--- src/rtl/sdma_pkg.sv ---
package sdma_pkg;
  typedef enum logic [1:0] {ST_IDLE = 2'd0, ST_RUN = 2'd1, ST_PAUSE = 2'd2} sdma_state_e;

  localparam logic [2:0] SEL_SADDR = 3'd0;
  localparam logic [2:0] SEL_BSIZE = 3'd1;
  localparam logic [2:0] SEL_BCNT  = 3'd2;
  localparam logic [2:0] SEL_MODE  = 3'd3;
  localparam logic [2:0] SEL_STAT  = 3'd4;
  localparam logic [2:0] SEL_HCTL  = 3'd5;

  localparam int MODE_DMA_EN = 0;
  localparam int MODE_CNT_EN = 1;
  localparam int MODE_DIR_RD = 4;
  localparam int MODE_MULTI  = 5;
  localparam logic [5:0] MODE_MASK = 6'b11_0111;

  localparam int STAT_TC  = 1;
  localparam int STAT_DMA = 3;
endpackage

--- src/rtl/sdma_bnd_det.sv ---
module sdma_bnd_det #(
  parameter int ADDR_W        = 32,
  parameter int BND_BASE_LOG2 = 12
) (
  input  logic [ADDR_W-1:0] addr_i,
  input  logic [2:0]        code_i,
  output logic              at_edge_o
);
  logic [7:0] edge_vec;

  for (genvar c = 0; c < 8; c++) begin : g_code
    assign edge_vec[c] = ~|addr_i[BND_BASE_LOG2+c-1:0];
  end

  assign at_edge_o = edge_vec[code_i];
endmodule

--- src/rtl/sdma_blk_tracker.sv ---
module sdma_blk_tracker #(
  parameter int CNT_W = 16,
  parameter int WPB_W = 10
) (
  input  logic             clk_i,
  input  logic             rst_ni,
  input  logic             cnt_wr_i,
  input  logic [CNT_W-1:0] cnt_wdata_i,
  input  logic             start_i,
  input  logic             beat_i,
  input  logic [WPB_W-1:0] wpb_i,
  input  logic             cnt_en_i,
  output logic [CNT_W-1:0] cnt_o,
  output logic             blk_end_o
);
  logic [WPB_W-1:0] wcnt_q;
  logic [CNT_W-1:0] cnt_q;

  assign blk_end_o = beat_i && (wcnt_q == wpb_i - 1'b1);
  assign cnt_o     = cnt_q;

  always_ff @(posedge clk_i or negedge rst_ni) begin
    if (!rst_ni) begin
      wcnt_q <= '0;
    end else if (start_i) begin
      wcnt_q <= '0;
    end else if (beat_i) begin
      wcnt_q <= blk_end_o ? '0 : wcnt_q + 1'b1;
    end
  end

  always_ff @(posedge clk_i or negedge rst_ni) begin
    if (!rst_ni) begin
      cnt_q <= '0;
    end else if (cnt_wr_i) begin
      cnt_q <= cnt_wdata_i;
    end else if (blk_end_o && cnt_en_i && cnt_q != '0) begin
      cnt_q <= cnt_q - 1'b1;
    end
  end

  assert_cnt_dec_R7: assert property (@(posedge clk_i) disable iff (!rst_ni)
    (blk_end_o && cnt_en_i && cnt_q != '0 && !cnt_wr_i) |=> cnt_q == $past(cnt_q) - 1'b1);
endmodule

--- src/rtl/sdma_ctrl.sv ---
module sdma_ctrl import sdma_pkg::*; (
  input  logic        clk_i,
  input  logic        rst_ni,
  input  logic        start_i,
  input  logic        resume_i,
  input  logic        xfer_end_i,
  input  logic        bnd_hit_i,
  input  logic        clr_tc_i,
  input  logic        clr_dma_i,
  output sdma_state_e state_o,
  output logic        tc_o,
  output logic        dma_o
);
  sdma_state_e state_q, state_d;
  logic set_tc, set_dma, tc_q, dma_q;

  always_comb begin
    state_d = state_q;
    set_tc  = 1'b0;
    set_dma = 1'b0;
    unique case (state_q)
      ST_IDLE:  if (start_i) state_d = ST_RUN;
      ST_RUN: begin
        if (xfer_end_i) begin
          state_d = ST_IDLE;
          set_tc  = 1'b1;
        end else if (bnd_hit_i) begin
          state_d = ST_PAUSE;
          set_dma = 1'b1;
        end
      end
      ST_PAUSE: if (resume_i) state_d = ST_RUN;
      default:  state_d = ST_IDLE;
    endcase
  end

  always_ff @(posedge clk_i or negedge rst_ni) begin
    if (!rst_ni) begin
      state_q <= ST_IDLE;
      tc_q    <= 1'b0;
      dma_q   <= 1'b0;
    end else begin
      state_q <= state_d;
      // set wins over a same-cycle clear
      if (set_tc) tc_q <= 1'b1;
      else if (clr_tc_i) tc_q <= 1'b0;
      if (set_dma) dma_q <= 1'b1;
      else if (clr_dma_i) dma_q <= 1'b0;
    end
  end

  assign state_o = state_q;
  assign tc_o    = tc_q;
  assign dma_o   = dma_q;

  assert_pause_flags_dma_R5: assert property (@(posedge clk_i) disable iff (!rst_ni)
    (state_q == ST_PAUSE && $past(state_q) == ST_RUN) |-> dma_q);
  assert_done_flags_tc_R8: assert property (@(posedge clk_i) disable iff (!rst_ni)
    (state_q == ST_IDLE && $past(state_q) == ST_RUN) |-> tc_q);
  assert_w1c_tc_R9: assert property (@(posedge clk_i) disable iff (!rst_ni)
    (clr_tc_i && !xfer_end_i) |=> !tc_q);
  assert_w1c_dma_R9: assert property (@(posedge clk_i) disable iff (!rst_ni)
    (clr_dma_i && !bnd_hit_i) |=> !dma_q);
endmodule

--- src/rtl/sdma_engine.sv ---
module sdma_engine import sdma_pkg::*; #(
  parameter int REG_W         = 32,
  parameter int ADDR_W        = 32,
  parameter int DATA_W        = 32,
  parameter int CNT_W         = 16,
  parameter int BLKLEN_W      = 12,
  parameter int BND_BASE_LOG2 = 12
) (
  input  logic              clk_i,
  input  logic              rst_ni,
  input  logic              reg_we_i,
  input  logic [2:0]        reg_sel_i,
  input  logic [REG_W-1:0]  reg_wdata_i,
  output logic [REG_W-1:0]  reg_rdata_o,
  output logic              mem_req_o,
  output logic              mem_we_o,
  output logic [ADDR_W-1:0] mem_addr_o,
  output logic [DATA_W-1:0] mem_wdata_o,
  input  logic              mem_gnt_i,
  input  logic [DATA_W-1:0] mem_rdata_i,
  input  logic              rx_valid_i,
  input  logic [DATA_W-1:0] rx_data_i,
  output logic              rx_ready_o,
  output logic              tx_valid_o,
  output logic [DATA_W-1:0] tx_data_o,
  input  logic              tx_ready_i
);
  localparam int BYTES     = DATA_W / 8;
  localparam int BYTE_LOG2 = $clog2(BYTES);
  localparam int WPB_W     = BLKLEN_W - BYTE_LOG2;
  localparam int BSZ_W     = BLKLEN_W + 3;

  sdma_state_e state;
  logic [ADDR_W-1:0] sysaddr_q, addr_nxt;
  logic [BSZ_W-1:0]  bsize_q;
  logic [5:0]        mode_q;
  logic [7:0]        hctl_q;
  logic [CNT_W-1:0]  cnt;
  logic [WPB_W-1:0]  wpb;
  logic idle, running, paused, dir_rd;
  logic wr_saddr, wr_bsize, wr_bcnt, wr_mode, wr_stat, wr_hctl;
  logic start, resume, beat, blk_end, last_blk, xfer_end, at_edge, bnd_hit;
  logic tc, dma;

  assign idle    = (state == ST_IDLE);
  assign running = (state == ST_RUN);
  assign paused  = (state == ST_PAUSE);

  assign wr_saddr = reg_we_i && reg_sel_i == SEL_SADDR;
  assign wr_bsize = reg_we_i && reg_sel_i == SEL_BSIZE;
  assign wr_bcnt  = reg_we_i && reg_sel_i == SEL_BCNT;
  assign wr_mode  = reg_we_i && reg_sel_i == SEL_MODE;
  assign wr_stat  = reg_we_i && reg_sel_i == SEL_STAT;
  assign wr_hctl  = reg_we_i && reg_sel_i == SEL_HCTL;

  assign wpb    = bsize_q[BLKLEN_W-1:BYTE_LOG2];
  assign dir_rd = mode_q[MODE_DIR_RD];

  assign start = wr_mode && idle && reg_wdata_i[MODE_DMA_EN] && hctl_q[4:3] == 2'b00
              && wpb != '0
              && !(reg_wdata_i[MODE_MULTI] && reg_wdata_i[MODE_CNT_EN] && cnt == '0);
  assign resume = wr_saddr && paused;

  // memory and FIFO side
  assign mem_req_o   = running && (dir_rd ? rx_valid_i : tx_ready_i);
  assign mem_we_o    = running && dir_rd;
  assign mem_addr_o  = sysaddr_q;
  assign mem_wdata_o = rx_data_i;
  assign beat        = mem_req_o && mem_gnt_i;
  assign rx_ready_o  = beat && dir_rd;
  assign tx_valid_o  = beat && !dir_rd;
  assign tx_data_o   = mem_rdata_i;

  assign addr_nxt = sysaddr_q + ADDR_W'(BYTES);
  assign last_blk = !mode_q[MODE_MULTI] || (mode_q[MODE_CNT_EN] && cnt == CNT_W'(1));
  assign xfer_end = blk_end && last_blk;
  assign bnd_hit  = beat && at_edge;

  always_ff @(posedge clk_i or negedge rst_ni) begin
    if (!rst_ni) begin
      sysaddr_q <= '0;
    end else if (wr_saddr && !running) begin
      sysaddr_q <= reg_wdata_i[ADDR_W-1:0];
    end else if (beat) begin
      sysaddr_q <= addr_nxt;
    end
  end

  always_ff @(posedge clk_i or negedge rst_ni) begin
    if (!rst_ni) begin
      bsize_q <= '0;
      mode_q  <= '0;
      hctl_q  <= '0;
    end else if (idle) begin
      if (wr_bsize) bsize_q <= reg_wdata_i[BSZ_W-1:0];
      if (wr_mode)  mode_q  <= reg_wdata_i[5:0] & MODE_MASK;
      if (wr_hctl)  hctl_q  <= reg_wdata_i[7:0];
    end
  end

  sdma_bnd_det #(.ADDR_W(ADDR_W), .BND_BASE_LOG2(BND_BASE_LOG2)) u_bnd (
    .addr_i   (addr_nxt),
    .code_i   (bsize_q[BSZ_W-1:BLKLEN_W]),
    .at_edge_o(at_edge)
  );

  sdma_blk_tracker #(.CNT_W(CNT_W), .WPB_W(WPB_W)) u_trk (
    .clk_i      (clk_i),
    .rst_ni     (rst_ni),
    .cnt_wr_i   (wr_bcnt && idle),
    .cnt_wdata_i(reg_wdata_i[CNT_W-1:0]),
    .start_i    (start),
    .beat_i     (beat),
    .wpb_i      (wpb),
    .cnt_en_i   (mode_q[MODE_CNT_EN]),
    .cnt_o      (cnt),
    .blk_end_o  (blk_end)
  );

  sdma_ctrl u_ctrl (
    .clk_i     (clk_i),
    .rst_ni    (rst_ni),
    .start_i   (start),
    .resume_i  (resume),
    .xfer_end_i(xfer_end),
    .bnd_hit_i (bnd_hit),
    .clr_tc_i  (wr_stat && reg_wdata_i[STAT_TC]),
    .clr_dma_i (wr_stat && reg_wdata_i[STAT_DMA]),
    .state_o   (state),
    .tc_o      (tc),
    .dma_o     (dma)
  );

  always_comb begin
    reg_rdata_o = '0;
    case (reg_sel_i)
      SEL_SADDR: reg_rdata_o = REG_W'(sysaddr_q);
      SEL_BSIZE: reg_rdata_o = REG_W'(bsize_q);
      SEL_BCNT:  reg_rdata_o = REG_W'(cnt);
      SEL_MODE:  reg_rdata_o = REG_W'(mode_q);
      SEL_STAT: begin
        reg_rdata_o[STAT_TC]  = tc;
        reg_rdata_o[STAT_DMA] = dma;
      end
      SEL_HCTL:  reg_rdata_o = REG_W'(hctl_q);
      default:   reg_rdata_o = '0;
    endcase
  end

  assert_no_req_unless_run_R4: assert property (@(posedge clk_i) disable iff (!rst_ni)
    !running |-> !mem_req_o);
  assert_addr_step_R3: assert property (@(posedge clk_i) disable iff (!rst_ni)
    beat |=> sysaddr_q == $past(sysaddr_q) + ADDR_W'(BYTES));
  assert_pause_holds_addr_R6: assert property (@(posedge clk_i) disable iff (!rst_ni)
    (paused && !wr_saddr) |=> $stable(sysaddr_q));
  assert_busy_bsize_locked_R10: assert property (@(posedge clk_i) disable iff (!rst_ni)
    (!idle && wr_bsize) |=> $stable(bsize_q));
endmodule

--- config.mk ---
export PLATFORM = sky130hd
export DESIGN_NAME = sdma_engine
export DESIGN_NICKNAME = d
export VERILOG_FILES = /design/src/rtl/sdma_pkg.sv /design/src/rtl/sdma_bnd_det.sv /design/src/rtl/sdma_blk_tracker.sv /design/src/rtl/sdma_ctrl.sv /design/src/rtl/sdma_engine.sv
export SDC_FILE = /design/constraint.sdc
export NUM_CORES = 1
export LEC_CHECK = 0
export ABC_AREA = 1
export CORE_MARGIN = 10
export CORE_UTILIZATION = 49
export DETAILED_ROUTE_END_ITERATION = 10
export GPL_ROUTABILITY_DRIVEN = 0
export PLACE_DENSITY = 0.87
export SYNTH_ARGS = -nofsm -noshare
export SYNTH_HDL_FRONTEND = slang
export SYNTH_SLANG_ARGS = --single-unit
--- constraint.sdc ---
create_clock -name clk_i -period 4.6 [get_ports clk_i]
set_input_delay 0.69 -clock clk_i [delete_from_list [all_inputs] [get_ports clk_i]]
set_output_delay 0.69 -clock clk_i [all_outputs]
set_load 0.02 [all_outputs]
# Word level (Yosys, flattened, before mapping)
# Index checks and enable logic that the tools add are counted.
# W data, S select, Z words.
[op_classes]
addsub = 4
magnitude_cmp = 1
eq_ne = 12
mux = 29
n_reduce_logical = 65
[ops]
columns = ["operator", "n"]
rows = [
  ["$pmux W28 S5", 1],
  ["$mux W32", 2],
  ["$add A32 B3 Y32 const B", 1],
  ["$mux W16", 2],
  ["$mux W10", 3],
  ["$logic_and A1 B1 Y1", 29],
  ["$reduce_or A19 Y1", 1],
  ["$reduce_or A18 Y1", 1],
  ["$reduce_or A17 Y1", 1],
  ["$eq A16 B1 Y1 const B", 1],
  ["$logic_not A16 Y1", 1],
  ["$reduce_bool A16 Y1", 1],
  ["$reduce_or A16 Y1", 1],
  ["$sub A16 B1 Y16 const B", 1],
  ["$pmux W1 S5", 3],
  ["$reduce_or A15 Y1", 1],
  ["$reduce_or A14 Y1", 1],
  ["$reduce_or A13 Y1", 1],
  ["$logic_not A1 Y1", 12],
  ["$reduce_or A12 Y1", 1],
  ["$mux W1", 11],
  ["$add A10 B1 Y10 const B", 1],
  ["$eq A10 B10 Y1", 1],
  ["$reduce_bool A10 Y1", 1],
  ["other kinds (19)", 32],
]
[totals]
reg_bits = 90
input_bits = 105
out_inout_bits = 132
wordCells = 120

# Logic depth before layout (Yosys ltp)
# Gate-level depths: netlist of the first run.
[logic_depth]
word_depth = 10
mapped_depth = 15

# Cells and area by module
# A second synthesis of the first run with hierarchy kept.
[hier_totals]
hier_cells = 1095
hier_area_um2 = 7121.8
[modules_own_cells]
columns = ["mod", "n_inst", "cells_per_inst", "area_each_um2", "seq_area_each_um2"]
rows = [
  ["sdma_engine", 1, 686, 4662.0, 1501.4],
  ["sdma_blk_tracker", 1, 345, 2113.3, 650.6],
  ["sdma_ctrl", 1, 24, 183.9, 100.1],
  ["sdma_bnd_det", 1, 40, 162.7, 0.0],
]

# Worst setup path after synthesis of the first run
# Ideal clock, no wire load.
[synth_timing]
kind = "input to output"
start = "input reg_sel_i[0]"
end = "output reg_rdata_o[6]"
arrival_time_ns = 1.881
required_time_ns = 3.910
setup_slack_ns = 2.029
stages = 5
n_path_buf = 2
path_cell_list = "nor2_1 nand2_1 clkbuf_1 clkbuf_1 o21ai_0"
[synth_between]
elab_chain_len = 2
word_cells_on_any_way = 6
[synth_lines]
columns = ["item", "line", "source"]
rows = [
  ["from (decl)", "sdma_engine.sv:12", "input logic [2:0] reg_sel_i,"],
  ["$eq A3 B3 Y1 (tied with other cells)", "sdma_engine.sv:136", "case (reg_sel_i)"],
  ["$pmux W28 S5 (*)", "sdma_engine.sv:136", ""],
  ["to (decl)", "sdma_engine.sv:14", "output logic [REG_W-1:0] reg_rdata_o,"],
]
# Every way passes the cells marked *; elsewhere a longest branch is shown, timed or not.

# Final worst setup path of the first run
[layout_timing]
start = "input reg_sel_i[0]"
end = "output reg_rdata_o[5]"
# The elaborated chain is that of the path after synthesis.

==> impl_metrics.json, run 1 <==
{
  "clkTransAtPathRegs_ns": 0.06,
  "grt_max_degree": 48,
  "combPwrFrac": 0.477,
  "fin_tns_setup_ns": 0,
  "dp.final_hpwl_mm": 16.0,
  "critPathMaxFanout": 11,
  "met1Wirelength_mm": 8.30,
  "global_route.overflow_total": 0,
  "tightest_pin_transition_ns": 0.867,
  "cts_htree_levels": 3,
  "routed_wl_mm": 20.7,
  "clock_tree.root_cell": "clkbuf_16",
  "grt_first_pass_wirelength_mm": 32.9,
  "seq_area_frac_synth": 0.344,
  "met2RoutedLength_mm": 9.53,
  "setup.reg_to_reg.worst_slack_ns": 1.86,
  "timing_hold_violations_final": 0,
  "period_share": 0.867,
  "floorplan.rows": 42,
  "die_area_um2": 18400,
  "die_h_um": 136,
  "worst_setup_sp_type": "input port",
  "core_box_area_um2": 13100,
  "share_seq_of_total_power": 0.345,
  "syn_avg_cell_area_um2": 7.08,
  "first_global_vias": 6128,
  "viasPerCell": 5.74,
  "ctsLongestPathBuffers": 2,
  "outcome": "finished, final reports clean",
  "cts_tree": "yes",
  "crit_end": "reg_rdata_o[5]",
  "netlist_area_um2": 6540,
  "post_cts_repair_resize_count": 0,
  "rr_endpoint": "mem_addr_o[12]",
  "drt_pass1_iterations": 6,
  "switchingPower_w": 0.00204,
  "yosys_warnings": 0,
  "synthToLayoutAreaGrowth_pct": 16.0,
  "die_w_um": 136,
  "critical_path.slowest_cell": "clkdlybuf4s50_1",
  "unrepaired_setup_endpoints_after_global_routing": "false",
  "synthDistinctLibCells": 42,
  "timing.critical_path.cells": "clkdlybuf4s50_1 -> inv_1 -> nor3_2 -> inv_1 -> o21ai_0 -> a221oi_1 -> o21ai_0 -> clkdlybuf4s50_1",
  "power.internal_w": 0.00243,
  "r2r.worst_path.cells": 9,
  "detailedRoute.firstIterationViolations": 701,
  "critical_path_required_ns": 3.91,
  "worstSetupPathType": "input port to primary output",
  "drtAntennaViolNets": 0,
  "worst_ir_drop_vdd_uv": 248,
  "fin_crit_ns": 3.99,
  "initial_core_utilization": 0.498,
  "p_per_area_nw_per_um2": 589,
  "critPathArrivalTime_ns": 3.30,
  "maxSlewHeadroom": 0.421,
  "cts_num_sinks": 90,
  "hold_path_class": "input port to asynchronous set/reset pin",
  "top_signal_layer_used": "met4",
  "detailroute.wirelength.met3_mm": 2.19,
  "reg_to_reg_start": "u_ctrl.state_o[1]",
  "number_of_buffers_added_by_the_clock_tree_synthesis_step": 9,
  "drv_cap": 0,
  "remaining_drc_errors": 0,
  "n_fill_cell": 1180,
  "crit_path_max_incr_delay_ns": 0.66,
  "total_power_w": 0.00447,
  "wl_per_cell_um": 18.2,
  "netlist_instances": 924,
  "drive_gt1_frac": 0.0653,
  "clkLatencyLatePin_ns": 0.35,
  "ys_ff_latch": 90,
  "hold_buffers": 0,
  "syn_nets": 1034,
  "antenna_found_initial": 0,
  "finalClockSkew_ns": 0.00477,
  "setup_viol_count_final": 0,
  "final_net_count": 1070,
  "antenna-diode-count": 0,
  "drv_slew": 0,
  "share_clk_of_total_power": 0.177,
  "io-pin-count": 237,
  "io_buffer_count": 108,
  "clock.fmax_ghz": 0.251,
  "cp-startpoint": "reg_sel_i[0]",
  "power.leakage_nw": 3.36,
  "switching_share": 0.457,
  "groute.usage.overall": 0.223,
  "setup_buffers_after_cts": 0,
  "via_count": 6548,
  "worst_setup_path_end_kind": "primary output"
}
==> worst min path at each step <==
stage | start | end | slack [ns]
6_report | rst_ni | u_trk.wcnt_q[0] | 0.34
5_1_grt | rst_ni | u_trk.wcnt_q[2] | 0.37
4_1_cts | rst_ni | u_trk.wcnt_q[2] | 0.36
3_5_place_dp | hctl_q[7] | hctl_q[7] | 0.48
3_3_place_gp | hctl_q[7] | hctl_q[7] | 0.47
2_1_floorplan | rst_ni | bsize_q[0] | 0.39
==> final cells by class <==
type | instances | area (um^2) | share of cell area
clock inverters | 4 | 76.3 | 0.0101
multi-input cells | 628 | 3240 | 0.427
clock buffers | 12 | 236 | 0.0312
well taps | 176 | 220 | 0.0290
repair buffers | 114 | 1120 | 0.148
flip-flops and latches | 90 | 2250 | 0.297
inverters | 117 | 439 | 0.0579
==> layer usage <==
metal  global-route usage  vias to the layer above
met3               0.0590                       66
li1                     -                     3040
met2                0.360                      422
met5                    0                        -
met4               0.0855                        0
met1                0.279                     3020
==> worst max-delay path, delay by kind of cell <==
family	cells	cell delay, ns
AO/OA/AOI/OAI	3	0.53
buffers and inverters	4	1.75
AND/OR/NAND/NOR	1	0.33
==> registers in the layout, indices dropped and copies added, names as in the netlist <==
| signal | cells |
|---|---|
| mem_addr_o | 32 |
| u_trk.cnt_o | 16 |
| bsize_q | 15 |
| u_trk.wcnt_q | 10 |
| hctl_q | 8 |
| mode_q | 5 |
| u_ctrl.state_o | 2 |
| u_ctrl.dma_o | 1 |
| u_ctrl.tc_o | 1 |
==> cells in the mapped netlist, drive strengths merged <==
cell     count  area share
o211ai       7      0.0080
o22ai       13       0.012
o21ai       90       0.069
inv        117       0.067
or3          1     0.00096
nand3       55       0.046
buf         75       0.085
nand3b       2      0.0023
nand4       15       0.015
o21a         1      0.0011
a21oi       14       0.011
dfrtp       90        0.34
or2          1     0.00096
o221ai      23       0.031
nor3        13       0.017
nor2       111       0.073
ha           5      0.0096
nor4         5      0.0048
o311ai       2      0.0027
a221oi       4      0.0054
nor3b        1      0.0011
xor2        31       0.041
xnor2        4      0.0054
nand2      227        0.13
clkbuf      14      0.0080
o2111ai      1      0.0013
a31oi        2      0.0019
==> cell families after synthesis <==
| group | Yosys count | synth area share |
|---|---|---|
| adders and majority gates | 5 | 0.00956 |
| and+or+nand+nor | 431 | 0.295 |
| DFF | 90 | 0.344 |
| AOI/OAI and AO/OA | 157 | 0.144 |
| buffers and inverters | 206 | 0.160 |
| xor gates and xnor gates | 35 | 0.0469 |
==> metrics by stage <==
| stage | instances | hold slack, ns | instance area [um^2] | setup slack (ns) | util |
|---|---|---|---|---|---|
| final | 1141 | 0.340 | 7590 | 0.611 | 0.578 |
| after global routing | 1141 | 0.369 | 7590 | 0.454 | 0.578 |
| after CTS | 1141 | 0.356 | 7590 | 0.714 | 0.578 |
| after detailed placement | 1125 | 0.476 | 7280 | 0.744 | 0.554 |
| after global placement | 1125 | 0.474 | 7280 | 0.818 | 0.554 |
| after floorplan | 924 | 0.394 | 6540 | 2.03 | - |
==> layout by cell type, fill, tap and decap left out, drive strengths merged, types with 2 or more instances in the layout <==
cell type | netlist | routed
dfrtp | 90 | 90
a21oi | 14 | 14
xor2 | 31 | 31
nand3b | 2 | 2
clkbuf | 14 | 12
nand2 | 227 | 227
nor2 | 111 | 111
o221ai | 23 | 23
bufinv | 0 | 2
a31oi | 2 | 2
o311ai | 2 | 2
nor4 | 5 | 5
buf | 75 | 7
o21ai | 90 | 90
nand3 | 55 | 55
inv | 117 | 117
nand4 | 15 | 15
o211ai | 7 | 7
clkdlybuf4s50 | 0 | 107
nor3 | 13 | 13
ha | 5 | 5
xnor2 | 4 | 4
a221oi | 4 | 4
o22ai | 13 | 13
==> power groups by stage <==
stage                     sequential, W  clock (W)  combinational (W)
final                           0.00154   0.000792            0.00213
after global routing            0.00158   0.000830            0.00235
after CTS                       0.00152   0.000795            0.00212
after detailed placement        0.00153          0            0.00210
after global placement          0.00152          0            0.00207
after floorplan                 0.00155          0            0.00133
Power figures use the tool's default switching activity.
==> inputs of run 2 (changes only) <==
- CORE_ASPECT_RATIO: unset -> 1.4
==> run 2 against run 1 <==
  * Cell count is essentially flat
  * First-iteration DRC count rose by 11%
  * Worst hold slack improved by 0.032 ns
  * Maximum frequency is 1.7% higher
  * Flip-flop and latch count is the same
  * Power shrank 1.1%
  * Combinational power hardly changed
  * Register-to-register slack got worse by 0.03 ns
  * Largest cell class unchanged
==> impl_metrics.json, run 2 (synthesis gave the netlist of run 1 again) <==
{
  "grt_first_pass_wirelength_mm": 34.6,
  "final_net_count": 1067,
  "clock.fmax_ghz": 0.255,
  "drive_gt1_frac": 0.0655,
  "final_cell_mix": "nand2_1, inv_1, clkdlybuf4s50_1",
  "die_w_um": 118,
  "ctsLongestPathBuffers": 2,
  "r2r.worst_path.cells": 9,
  "worst_ir_drop_vdd_uv": 352,
  "drt_pass1_iterations": 6,
  "initial_core_utilization": 0.503,
  "maxSlewHeadroom": 0.405,
  "tightest_pin_transition_ns": 0.891,
  "antenna-diode-count": 0,
  "dp.final_hpwl_mm": 16.8,
  "area.sequential_um2": 2250,
  "viasPerCell": 5.82,
  "final_cell_area_um2": 7550,
  "via_count": 6637,
  "first_global_vias": 6405,
  "clkLatencyLatePin_ns": 0.35,
  "n_fill_cell": 1208,
  "synthToLayoutAreaGrowth_pct": 15.4,
  "period_share": 0.853,
  "largest_register_ff_count": 32,
  "layout.cells.non_filler": 1140,
  "place_inst": 1124,
  "clkTransAtPathRegs_ns": 0.07,
  "unrepaired_setup_endpoints_after_global_routing": "false",
  "fin_hold_ws_ns": 0.373,
  "grt_max_degree": 53,
  "detailedRoute.firstIterationViolations": 775,
  "worst_setup_sp_type": "input port",
  "core_box_area_um2": 13000,
  "drtAntennaViolNets": 0,
  "floorplan.rows": 49,
  "outcome": "finished, final reports clean",
  "drv_cap": 0,
  "cts_tree": "yes",
  "worstSetupPathType": "input port to primary output",
  "fin_tns_setup_ns": 0,
  "cts_num_sinks": 90,
  "hold_buffers": 0,
  "multiInputGateArea_um2": 3240,
  "critPathMaxFanout": 11,
  "routed_wl_mm": 21.8,
  "antenna_found_initial": 0,
  "worst_setup_path_end_kind": "primary output",
  "global_route.overflow_total": 0,
  "critical_path_required_ns": 3.91,
  "number_of_buffers_added_by_the_clock_tree_synthesis_step": 9,
  "cts_htree_levels": 3,
  "final_common_cell": "nand2_1",
  "remaining_drc_errors": 0,
  "clock_tree.root_cell": "clkbuf_16",
  "p_per_area_nw_per_um2": 586,
  "setup_viol_count_final": 0,
  "power.leakage_nw": 3.34,
  "io_buffer_count": 108,
  "hold_path_class": "input port to asynchronous set/reset pin",
  "critPathArrivalTime_ns": 3.23,
  "post_cts_repair_resize_count": 0,
  "die_area_um2": 18400,
  "die_h_um": 157,
  "drv_slew": 0,
  "finalClockSkew_ns": 0.00744,
  "io-pin-count": 237,
  "wl_per_cell_um": 19.2,
  "groute.usage.overall": 0.233,
  "timing_hold_violations_final": 0,
  "fin_crit_ns": 3.92,
  "placedInstanceArea_um2": 7260,
  "setup_buffers_after_cts": 0
}
==> run 2: layout make-up <==
type / count / area share
flip-flops and latches: 90 / 0.298
inverters: 117 / 0.0582
multi-input cells: 628 / 0.430
repair buffers: 111 / 0.146
clock inverters: 5 / 0.00497
clock buffers: 11 / 0.0335
well taps: 178 / 0.0295
==> run 2: where the power goes <==
part           internal, W  switching [W]  total, W
clock             0.000398       0.000327  0.000725
sequential         0.00112       0.000436   0.00155
combinational     0.000827        0.00131   0.00214
==> run 2: metrics by stage <==
stage / setup slack, ns / total power (W) / util
floorplan: 2.03 / 0.00288 / -
global placement: 0.828 / 0.00360 / 0.558
detailed placement: 0.678 / 0.00366 / 0.558
CTS: 0.724 / 0.00439 / 0.581
global route: 0.546 / 0.00472 / 0.581
finish: 0.676 / 0.00442 / 0.581
==> run 2: worst paths after layout <==
check	endpoint	from	slack, ns
min	mem_addr_o[26]	rst_ni	0.37
max	reg_rdata_o[5]	reg_sel_i[0]	0.68
min in group clk_i	bsize_q[0]	bsize_q[0]	0.49
min reg2reg	bsize_q[0]	bsize_q[0]	0.49
max reg2reg	mem_addr_o[19]	u_ctrl.state_o[1]	1.83
max in group asynchronous	mem_addr_o[7]	rst_ni	3.19
==> run 2: metal layers <==
| metal | up-vias | part of all wire | GRT usage |
|---|---|---|---|
| met5 | - | 0 | 0 |
| met4 | 0 | 0.072 | 0.160 |
| met3 | 137 | 0.099 | 0.0544 |
| met2 | 442 | 0.47 | 0.395 |
| met1 | 3029 | 0.36 | 0.256 |
| li1 | 3029 | - | - |
==> run 2: critical path: stages <==
cell and delay (ns):
clkdlybuf4s50_1 0.61, inv_1 0.15, nor3_2 0.34, inv_1 0.30, o21ai_0 0.28, a221oi_1 0.07
o21ai_0 0.14, clkdlybuf4s50_1 0.66
==> inputs of run 3 (changes only) <==
- SKIP_LAST_GASP: unset -> 1
==> results of run 3 <==
No change in the layout: final DEF, timing and power equal those of run 2.
